**src/rtl/memdir_pkg.sv**
```systemverilog
`timescale 1ns/1ps
package memdir_pkg;
   typedef enum logic [1:0] {
      KIND_LOCAL_RD   = 2'd0,
      KIND_REMOTE_OWN = 2'd1,
      KIND_REMOTE_WB  = 2'd2,
      KIND_REMOTE_SHR = 2'd3
   } req_kind_e;
endpackage

```
**src/rtl/memdir_policy.sv**
```systemverilog
`timescale 1ns/1ps
module memdir_policy
   import memdir_pkg::*;
#(
   parameter int DATA_W = 32
) (
   input  req_kind_e          kind,
   input  logic [DATA_W-1:0]  mem_data,
   input  logic               mem_dir,
   input  logic               snp_hit,
   input  logic [DATA_W-1:0]  snp_data,
   input  logic [DATA_W-1:0]  wr_data,
   output logic [DATA_W-1:0]  out_data,
   output logic               new_dir,
   output logic               line_wb
);
   always_comb begin
      out_data = mem_data;
      new_dir  = mem_dir;
      line_wb  = 1'b0;
      unique case (kind)
         KIND_LOCAL_RD: begin
            // remote copy invalidated: bit clears, dirty remote data wins
            if (mem_dir && snp_hit) out_data = snp_data;
            new_dir = 1'b0;
            line_wb = mem_dir;
         end
         KIND_REMOTE_OWN: begin
            new_dir = 1'b1;
            line_wb = !mem_dir;
         end
         KIND_REMOTE_WB: begin
            out_data = wr_data;
            new_dir  = 1'b0;
            line_wb  = 1'b1;
         end
         default: begin
            new_dir = mem_dir;
            line_wb = 1'b0;
         end
      endcase
   end
endmodule

```
**src/rtl/memdir_wq.sv**
```systemverilog
`timescale 1ns/1ps
module memdir_wq #(
   parameter int ADDR_W = 8,
   parameter int DATA_W = 32,
   parameter int DEPTH  = 4
) (
   input  logic              clk,
   input  logic              rst_n,
   input  logic              push,
   input  logic [ADDR_W-1:0] push_addr,
   input  logic [DATA_W-1:0] push_data,
   input  logic              push_dir,
   output logic              full,
   input  logic [ADDR_W-1:0] lk_addr,
   output logic              lk_hit,
   output logic [DATA_W-1:0] lk_data,
   output logic              lk_dir,
   output logic              wr_valid,
   input  logic              wr_ready,
   output logic [ADDR_W-1:0] wr_addr,
   output logic [DATA_W-1:0] wr_data,
   output logic              wr_dir
);
   localparam int PW = (DEPTH > 1) ? $clog2(DEPTH) : 1;
   localparam int CW = $clog2(DEPTH + 1);

   if (DEPTH < 2 || (DEPTH & (DEPTH - 1)) != 0) begin : g_bad_depth
      $error("memdir_wq: DEPTH must be a power of two of at least 2");
   end

   logic [ADDR_W-1:0] q_addr [DEPTH];
   logic [DATA_W-1:0] q_data [DEPTH];
   logic              q_dir  [DEPTH];
   logic [PW-1:0]     head, tail;
   logic [CW-1:0]     count;
   logic              pop;

   assign full     = (count == CW'(DEPTH));
   assign wr_valid = (count != '0);
   assign wr_addr  = q_addr[head];
   assign wr_data  = q_data[head];
   assign wr_dir   = q_dir[head];
   assign pop      = wr_valid && wr_ready;

   always_ff @(posedge clk) begin
      if (push) begin
         q_addr[tail] <= push_addr;
         q_data[tail] <= push_data;
         q_dir[tail]  <= push_dir;
      end
   end

   always_ff @(posedge clk) begin
      if (!rst_n) begin
         head  <= '0;
         tail  <= '0;
         count <= '0;
      end else begin
         if (push) tail <= tail + 1'b1;
         if (pop)  head <= head + 1'b1;
         case ({push, pop})
            2'b10:   count <= count + 1'b1;
            2'b01:   count <= count - 1'b1;
            default: count <= count;
         endcase
      end
   end

   // lookup by age: larger age is newer, the newest match wins
   logic [DEPTH-1:0] age_match;
   logic [PW-1:0]    age_slot [DEPTH];
   for (genvar a = 0; a < DEPTH; a++) begin : g_age
      assign age_slot[a]  = head + PW'(a);
      assign age_match[a] = (CW'(a) < count) && (q_addr[age_slot[a]] == lk_addr);
   end

   always_comb begin
      lk_hit  = 1'b0;
      lk_data = '0;
      lk_dir  = 1'b0;
      for (int a = 0; a < DEPTH; a++) begin
         if (age_match[a]) begin
            lk_hit  = 1'b1;
            lk_data = q_data[age_slot[a]];
            lk_dir  = q_dir[age_slot[a]];
         end
      end
   end

   assert_wq_no_overflow_R10: assert property (@(posedge clk) disable iff (!rst_n)
      (push && full) |-> pop);

   assert_wq_hold_R5: assert property (@(posedge clk) disable iff (!rst_n)
      (wr_valid && !wr_ready && !push) |=> (wr_valid && $stable(wr_addr) && $stable(wr_data) && $stable(wr_dir)));
endmodule

```
**src/rtl/memdir_ctrl.sv**
```systemverilog
`timescale 1ns/1ps
module memdir_ctrl
   import memdir_pkg::*;
#(
   parameter int ADDR_W       = 8,
   parameter int DATA_W       = 32,
   parameter int WQ_DEPTH     = 4,
   parameter bit SNOOP_SERIAL = 1'b0
) (
   input  logic              clk,
   input  logic              rst_n,
   input  logic              req_valid,
   output logic              req_ready,
   input  logic [1:0]        req_kind,
   input  logic [ADDR_W-1:0] req_addr,
   input  logic [DATA_W-1:0] req_wdata,
   output logic              rsp_valid,
   output logic [DATA_W-1:0] rsp_data,
   output logic              rsp_dir,
   output logic              mem_rd_valid,
   output logic [ADDR_W-1:0] mem_rd_addr,
   input  logic              mem_rd_resp_valid,
   input  logic [DATA_W-1:0] mem_rd_resp_data,
   input  logic              mem_rd_resp_dir,
   output logic              mem_wr_valid,
   input  logic              mem_wr_ready,
   output logic [ADDR_W-1:0] mem_wr_addr,
   output logic [DATA_W-1:0] mem_wr_data,
   output logic              mem_wr_dir,
   output logic              snp_valid,
   output logic [ADDR_W-1:0] snp_addr,
   input  logic              snp_resp_valid,
   input  logic              snp_resp_hit,
   input  logic [DATA_W-1:0] snp_resp_data
);
   if (ADDR_W < 1 || DATA_W < 1) begin : g_bad_width
      $error("memdir_ctrl: ADDR_W and DATA_W must be positive");
   end

   req_kind_e         in_kind, cur_kind;
   logic              busy, sent, have_mem, have_snp;
   logic [ADDR_W-1:0] cur_addr;
   logic [DATA_W-1:0] cur_wdata, m_data, s_data;
   logic              m_dir, s_hit;
   logic              rd_q, snp_q, snp_next;
   logic              accept, mem_ok, gate_snp, wait_snp, rsp_fire, done;
   logic              wq_full, lk_hit, lk_dir;
   logic [DATA_W-1:0] lk_data, pol_data;
   logic              pol_dir, pol_wb;

   assign in_kind   = req_kind_e'(req_kind);
   assign req_ready = !busy && !wq_full;
   assign accept    = req_valid && req_ready;
   assign mem_ok    = have_mem || (cur_kind == KIND_REMOTE_WB);
   assign gate_snp  = (cur_kind == KIND_LOCAL_RD) && m_dir;
   assign rsp_fire  = busy && !sent && mem_ok && (!gate_snp || have_snp);
   assign done      = busy && mem_ok && (!wait_snp || have_snp);

   // snoop launch variant
   if (SNOOP_SERIAL) begin : g_snp_serial
      logic snp_sent;
      assign wait_snp = gate_snp;
      assign snp_next = busy && have_mem && gate_snp && !snp_sent;
      always_ff @(posedge clk) begin
         if (!rst_n)        snp_sent <= 1'b0;
         else if (accept)   snp_sent <= 1'b0;
         else if (snp_next) snp_sent <= 1'b1;
      end
   end else begin : g_snp_parallel
      assign wait_snp = (cur_kind == KIND_LOCAL_RD);
      assign snp_next = accept && (in_kind == KIND_LOCAL_RD);

      assert_concurrent_issue_R2: assert property (@(posedge clk) disable iff (!rst_n)
         (mem_rd_valid && cur_kind == KIND_LOCAL_RD) |-> snp_valid);
   end

   always_ff @(posedge clk) begin
      if (!rst_n) begin
         busy      <= 1'b0;
         sent      <= 1'b0;
         have_mem  <= 1'b0;
         have_snp  <= 1'b0;
         cur_kind  <= KIND_LOCAL_RD;
         cur_addr  <= '0;
         cur_wdata <= '0;
         m_data    <= '0;
         m_dir     <= 1'b0;
         s_hit     <= 1'b0;
         s_data    <= '0;
         rd_q      <= 1'b0;
         snp_q     <= 1'b0;
      end else begin
         rd_q  <= accept && !lk_hit && (in_kind != KIND_REMOTE_WB);
         snp_q <= snp_next;
         if (accept) begin
            busy      <= 1'b1;
            sent      <= 1'b0;
            cur_kind  <= in_kind;
            cur_addr  <= req_addr;
            cur_wdata <= req_wdata;
            have_mem  <= lk_hit;
            m_data    <= lk_data;
            m_dir     <= lk_dir;
            have_snp  <= 1'b0;
            s_hit     <= 1'b0;
         end else begin
            if (busy && mem_rd_resp_valid) begin
               have_mem <= 1'b1;
               m_data   <= mem_rd_resp_data;
               m_dir    <= mem_rd_resp_dir;
            end
            if (busy && snp_resp_valid) begin
               have_snp <= 1'b1;
               s_hit    <= snp_resp_hit;
               s_data   <= snp_resp_data;
            end
            if (rsp_fire) sent <= 1'b1;
            if (done)     busy <= 1'b0;
         end
      end
   end

   memdir_policy #(.DATA_W(DATA_W)) i_policy (
      .kind     (cur_kind),
      .mem_data (m_data),
      .mem_dir  (m_dir),
      .snp_hit  (s_hit),
      .snp_data (s_data),
      .wr_data  (cur_wdata),
      .out_data (pol_data),
      .new_dir  (pol_dir),
      .line_wb  (pol_wb)
   );

   memdir_wq #(.ADDR_W(ADDR_W), .DATA_W(DATA_W), .DEPTH(WQ_DEPTH)) i_wq (
      .clk       (clk),
      .rst_n     (rst_n),
      .push      (done && pol_wb),
      .push_addr (cur_addr),
      .push_data (pol_data),
      .push_dir  (pol_dir),
      .full      (wq_full),
      .lk_addr   (req_addr),
      .lk_hit    (lk_hit),
      .lk_data   (lk_data),
      .lk_dir    (lk_dir),
      .wr_valid  (mem_wr_valid),
      .wr_ready  (mem_wr_ready),
      .wr_addr   (mem_wr_addr),
      .wr_data   (mem_wr_data),
      .wr_dir    (mem_wr_dir)
   );

   assign rsp_valid    = rsp_fire;
   assign rsp_data     = pol_data;
   assign rsp_dir      = (cur_kind == KIND_REMOTE_WB) ? 1'b0 : m_dir;
   assign mem_rd_valid = rd_q;
   assign mem_rd_addr  = cur_addr;
   assign snp_valid    = snp_q;
   assign snp_addr     = cur_addr;

   assert_one_inflight_R10: assert property (@(posedge clk) disable iff (!rst_n)
      accept |=> !req_ready);

   assert_hold_for_snoop_R4: assert property (@(posedge clk) disable iff (!rst_n)
      (rsp_valid && cur_kind == KIND_LOCAL_RD && rsp_dir) |-> have_snp);

   assert_shared_no_snoop_R8: assert property (@(posedge clk) disable iff (!rst_n)
      (busy && cur_kind == KIND_REMOTE_SHR) |-> !snp_valid);

   assert_wb_no_read_R7: assert property (@(posedge clk) disable iff (!rst_n)
      (busy && cur_kind == KIND_REMOTE_WB) |-> !mem_rd_valid);
endmodule

```
**config.mk**
```make
export PLATFORM = sky130hd
export DESIGN_NAME = memdir_ctrl
export DESIGN_NICKNAME = d
export VERILOG_FILES = /design/src/rtl/memdir_pkg.sv /design/src/rtl/memdir_policy.sv /design/src/rtl/memdir_wq.sv /design/src/rtl/memdir_ctrl.sv
export SDC_FILE = /design/constraint.sdc
export NUM_CORES = 1
export LEC_CHECK = 0
export BUFFER_PORTS_ARGS = -buffer_cell sky130_fd_sc_hd__buf_4
export CAP_MARGIN = 25
export CORE_MARGIN = 2
export CORE_UTILIZATION = 50
export DETAILED_ROUTE_END_ITERATION = 7
export GPL_TIMING_DRIVEN = 0
export PLACE_DENSITY = 0.71
export SKIP_CTS_REPAIR_TIMING = 1
export SYNTH_ARGS = -nofsm -noshare
export SYNTH_HDL_FRONTEND = slang
export SYNTH_SLANG_ARGS = --single-unit
```
**constraint.sdc**
```tcl
create_clock -name clk -period 7.5 [get_ports clk]
set_input_delay 0.375 -clock clk [delete_from_list [all_inputs] [get_ports clk]]
set_output_delay 0.375 -clock clk [all_outputs]
set_load 0.01 [all_outputs]
```
==> out/metrics.cfg <==
[clock_tree]
cts_made_buffers=31
cts.sinks=287
clockRootBuffer=clkbuf_16
cts_tree=done
worstSkewPairLatency_ns=0.58
htree_levels=1
cts_buffer_depth=3
path_clk_slew_ns=0.06

[sta]
fin_tns_setup_ns=0
finalHoldViolations=0
timing.slew.headroom_pct=28.20
fin_worst_skew_ns=0.02833
worst_pin_slew_ns=1.077
setup_viol=0
fmax_mhz=238.6
slew_violations=0
rsz0062_at_grt=no
period_needed_ns=4.191
fin_crit_sh_pct=55.88

[synth]
synthCells=1416
ys_async_sr_fraction_pct=0
ys_warn_count=0
ys_seq_area_share_pct=47.20
synth_area_leaders=edfxtp_1, dfxtp_1, mux4_2, nand2_1, a21boi_0
yosysUniqueCellTypes=50
ys_seq_elements=287
synth_top_area_share_pct=31.47
synth_largest_area_cell=edfxtp_1
synth_edf_count=164
syn-num-nets=1538
netlist_area_um2=15650
syn_avg_cell_area_um2=11.05
synth_flop_cell=edfxtp_1

[route]
vias=13310
vias_per_cell=6.419
drt-initial-drc-count=1881
wire_per_inst_um=24.93
drc=0
firstDrtPassIters=5
ant_nets=0
routed_wl_um=51680

[finish]
finalNetCount=1776
drive_gt1_share_pct=26.06
multi_input_area_um2=7606
fillCellCount=2522
syn_to_final_growth_pct=19.92
antennaDiodeCount=0
seq_area_um2=7387
post-route-util_pct=61.19
stdcell_area_um2=18770

[floorplan]
core_area_um2=30670
die_w_um=180.9
dieHeight_um=180.9
start_util_pct=51.03
dieArea_um2=32730
io_pins=209
rows=64

[global_routing]
grt_pass1_vias=12970
grt_pass1_wl_um=77270
grt_usage_pct=30.83
gr-total-overflow=0
antenna_found_initial=0
grt_max_degree=24

[critical_path]
critPathLaunchType=flip-flop
end_kind=primary output
worstPathMaxFanout=10
crit_type=flip-flop to primary output
arrival_ns=3.82
worstPathRequired_ns=7.12

[power_and_ir_drop]
peakVddDrop_v=0.0002332
p_per_area_nw_per_um2=212.6
leakagePower_nw=6.363

[hold_path]
min_path_type=primary input to flip-flop
hp-start=req_kind[0]

[placement]
globalplace.congestion=0.9330
port_buffers=200
place_hpwl_um=36900
placed_cell_area_um2=17730

[job]
cap_violations=0

[status]
status=finished, final reports clean

## registers in the layout, indices dropped and copies added, names as in the netlist, 3 cells and up, named ones only
register / count
cur_wdata: 32
i_wq.q_data: 128
i_wq.q_addr: 32
i_wq.q_dir: 4
s_data: 32
m_data: 32
i_wq.count: 3
mem_rd_addr: 8
## kinds of logic after synthesis
family | synth area share [%]
compound gates | 16.56
simple gates | 10.59
flops | 47.20
mux | 18.72
buf+inv | 4.229
xor+xnor | 2.071
fa+ha+maj | 0.6396
## Yosys cell counts (2+ instances only)
cell type,number
a21boi_0,77
a31o_1,7
buf_2,16
buf_1,10
nand3_1,15
a211o_1,12
or3_1,2
xor2_1,13
nand4_1,4
o21ai_0,110
a22oi_1,46
nor3_1,11
mux2_2,33
nor3b_1,18
dfxtp_1,123
nand2b_1,20
a211oi_2,7
buf_4,13
a31oi_1,25
mux2i_1,35
mux4_2,98
edfxtp_1,164
clkbuf_1,95
nor2b_1,2
nand2_1,180
o22ai_1,18
a21oi_1,63
ha_1,8
o21a_1,6
and2_1,14
inv_1,9
o21ai_1,2
a211oi_1,19
o31a_1,3
and3_1,3
nor2_1,93
o221a_2,2
buf_6,5
xnor2_1,24
## placed cells by master (no fill, tap or decap), drive strengths merged, types with 10 or more instances in the layout
cell / Yosys / routed
nand3: 15 / 15
a22oi: 46 / 46
nor3b: 19 / 19
mux2: 33 / 33
and2: 14 / 14
inv: 9 / 10
o22ai: 18 / 18
xor2: 13 / 13
mux4: 98 / 98
a21oi: 63 / 63
edfxtp: 164 / 164
a21boi: 77 / 77
buf: 44 / 249
clkbuf: 95 / 140
xnor2: 24 / 24
dfxtp: 123 / 123
nor2: 93 / 93
a211oi: 26 / 26
a31oi: 25 / 25
nand2: 181 / 181
nand2b: 20 / 20
a211o: 12 / 12
mux2i: 35 / 35
o21ai: 112 / 112
nor3: 11 / 11
## area by class of cell
class                      count  area share [%]
buffer                       139           3.347
sequential                   287           39.36
clock buffer                  45           5.013
timing repair buffer         205           8.487
tap                          396           2.640
inverter                       9          0.1800
multi-input combinational    981           40.53
clock inverter                11          0.4467
## per-layer routing
layer	routed length, um	GRT usage, %	part of all wire, %	vias to the layer above
met5	0	0	0	-
met4	2059	11.58	4.0	0
met3	6316	7.236	12	160
met2	23720	48.53	46	960
met1	19580	41.69	38	6403
li1	-	-	-	5784
## worst paths after layout
kind                                        end  slack [ns]  cells after the start
worst max register to register       m_data[12]        3.57                      9
worst min register to register             sent        0.45                      2
worst max-delay path            mem_wr_data[29]        3.31                      5
worst min-delay path                  snp_valid        0.04                      2
## critical path, cell delays in order, from the launching register on
cell and delay [ns]:
dfxtp_1 0.49, clkbuf_1 0.76, clkbuf_1 0.64, buf_1 0.69, mux4_2 0.48, buf_4 0.18
## per-stage QoR
| step | hold WS [ns] | power (mW) | cells | setup WS [ns] |
|---|---|---|---|---|
| 6_report | 0.03907 | 3.989 | 2073 | 3.309 |
| 3_5_place_dp | 0.4483 | 2.466 | 2016 | 3.705 |
| 5_1_grt | 0.03636 | 4.099 | 2073 | 3.329 |
| 2_1_floorplan | 0.4253 | 2.196 | 1416 | 4.747 |
| 3_3_place_gp | 0.4376 | 2.454 | 2012 | 3.257 |
| 4_1_cts | 0.01661 | 3.977 | 2072 | 3.410 |
## power by group
group	internal (mW)	leakage, nW	switching, mW
Clock	0.900	0.515	0.642
Sequential	1.73	2.51	0.0417
Combinational	0.303	3.34	0.376
Total	2.93	6.36	1.06
Note: power is estimated with default switching activity, not from simulation.
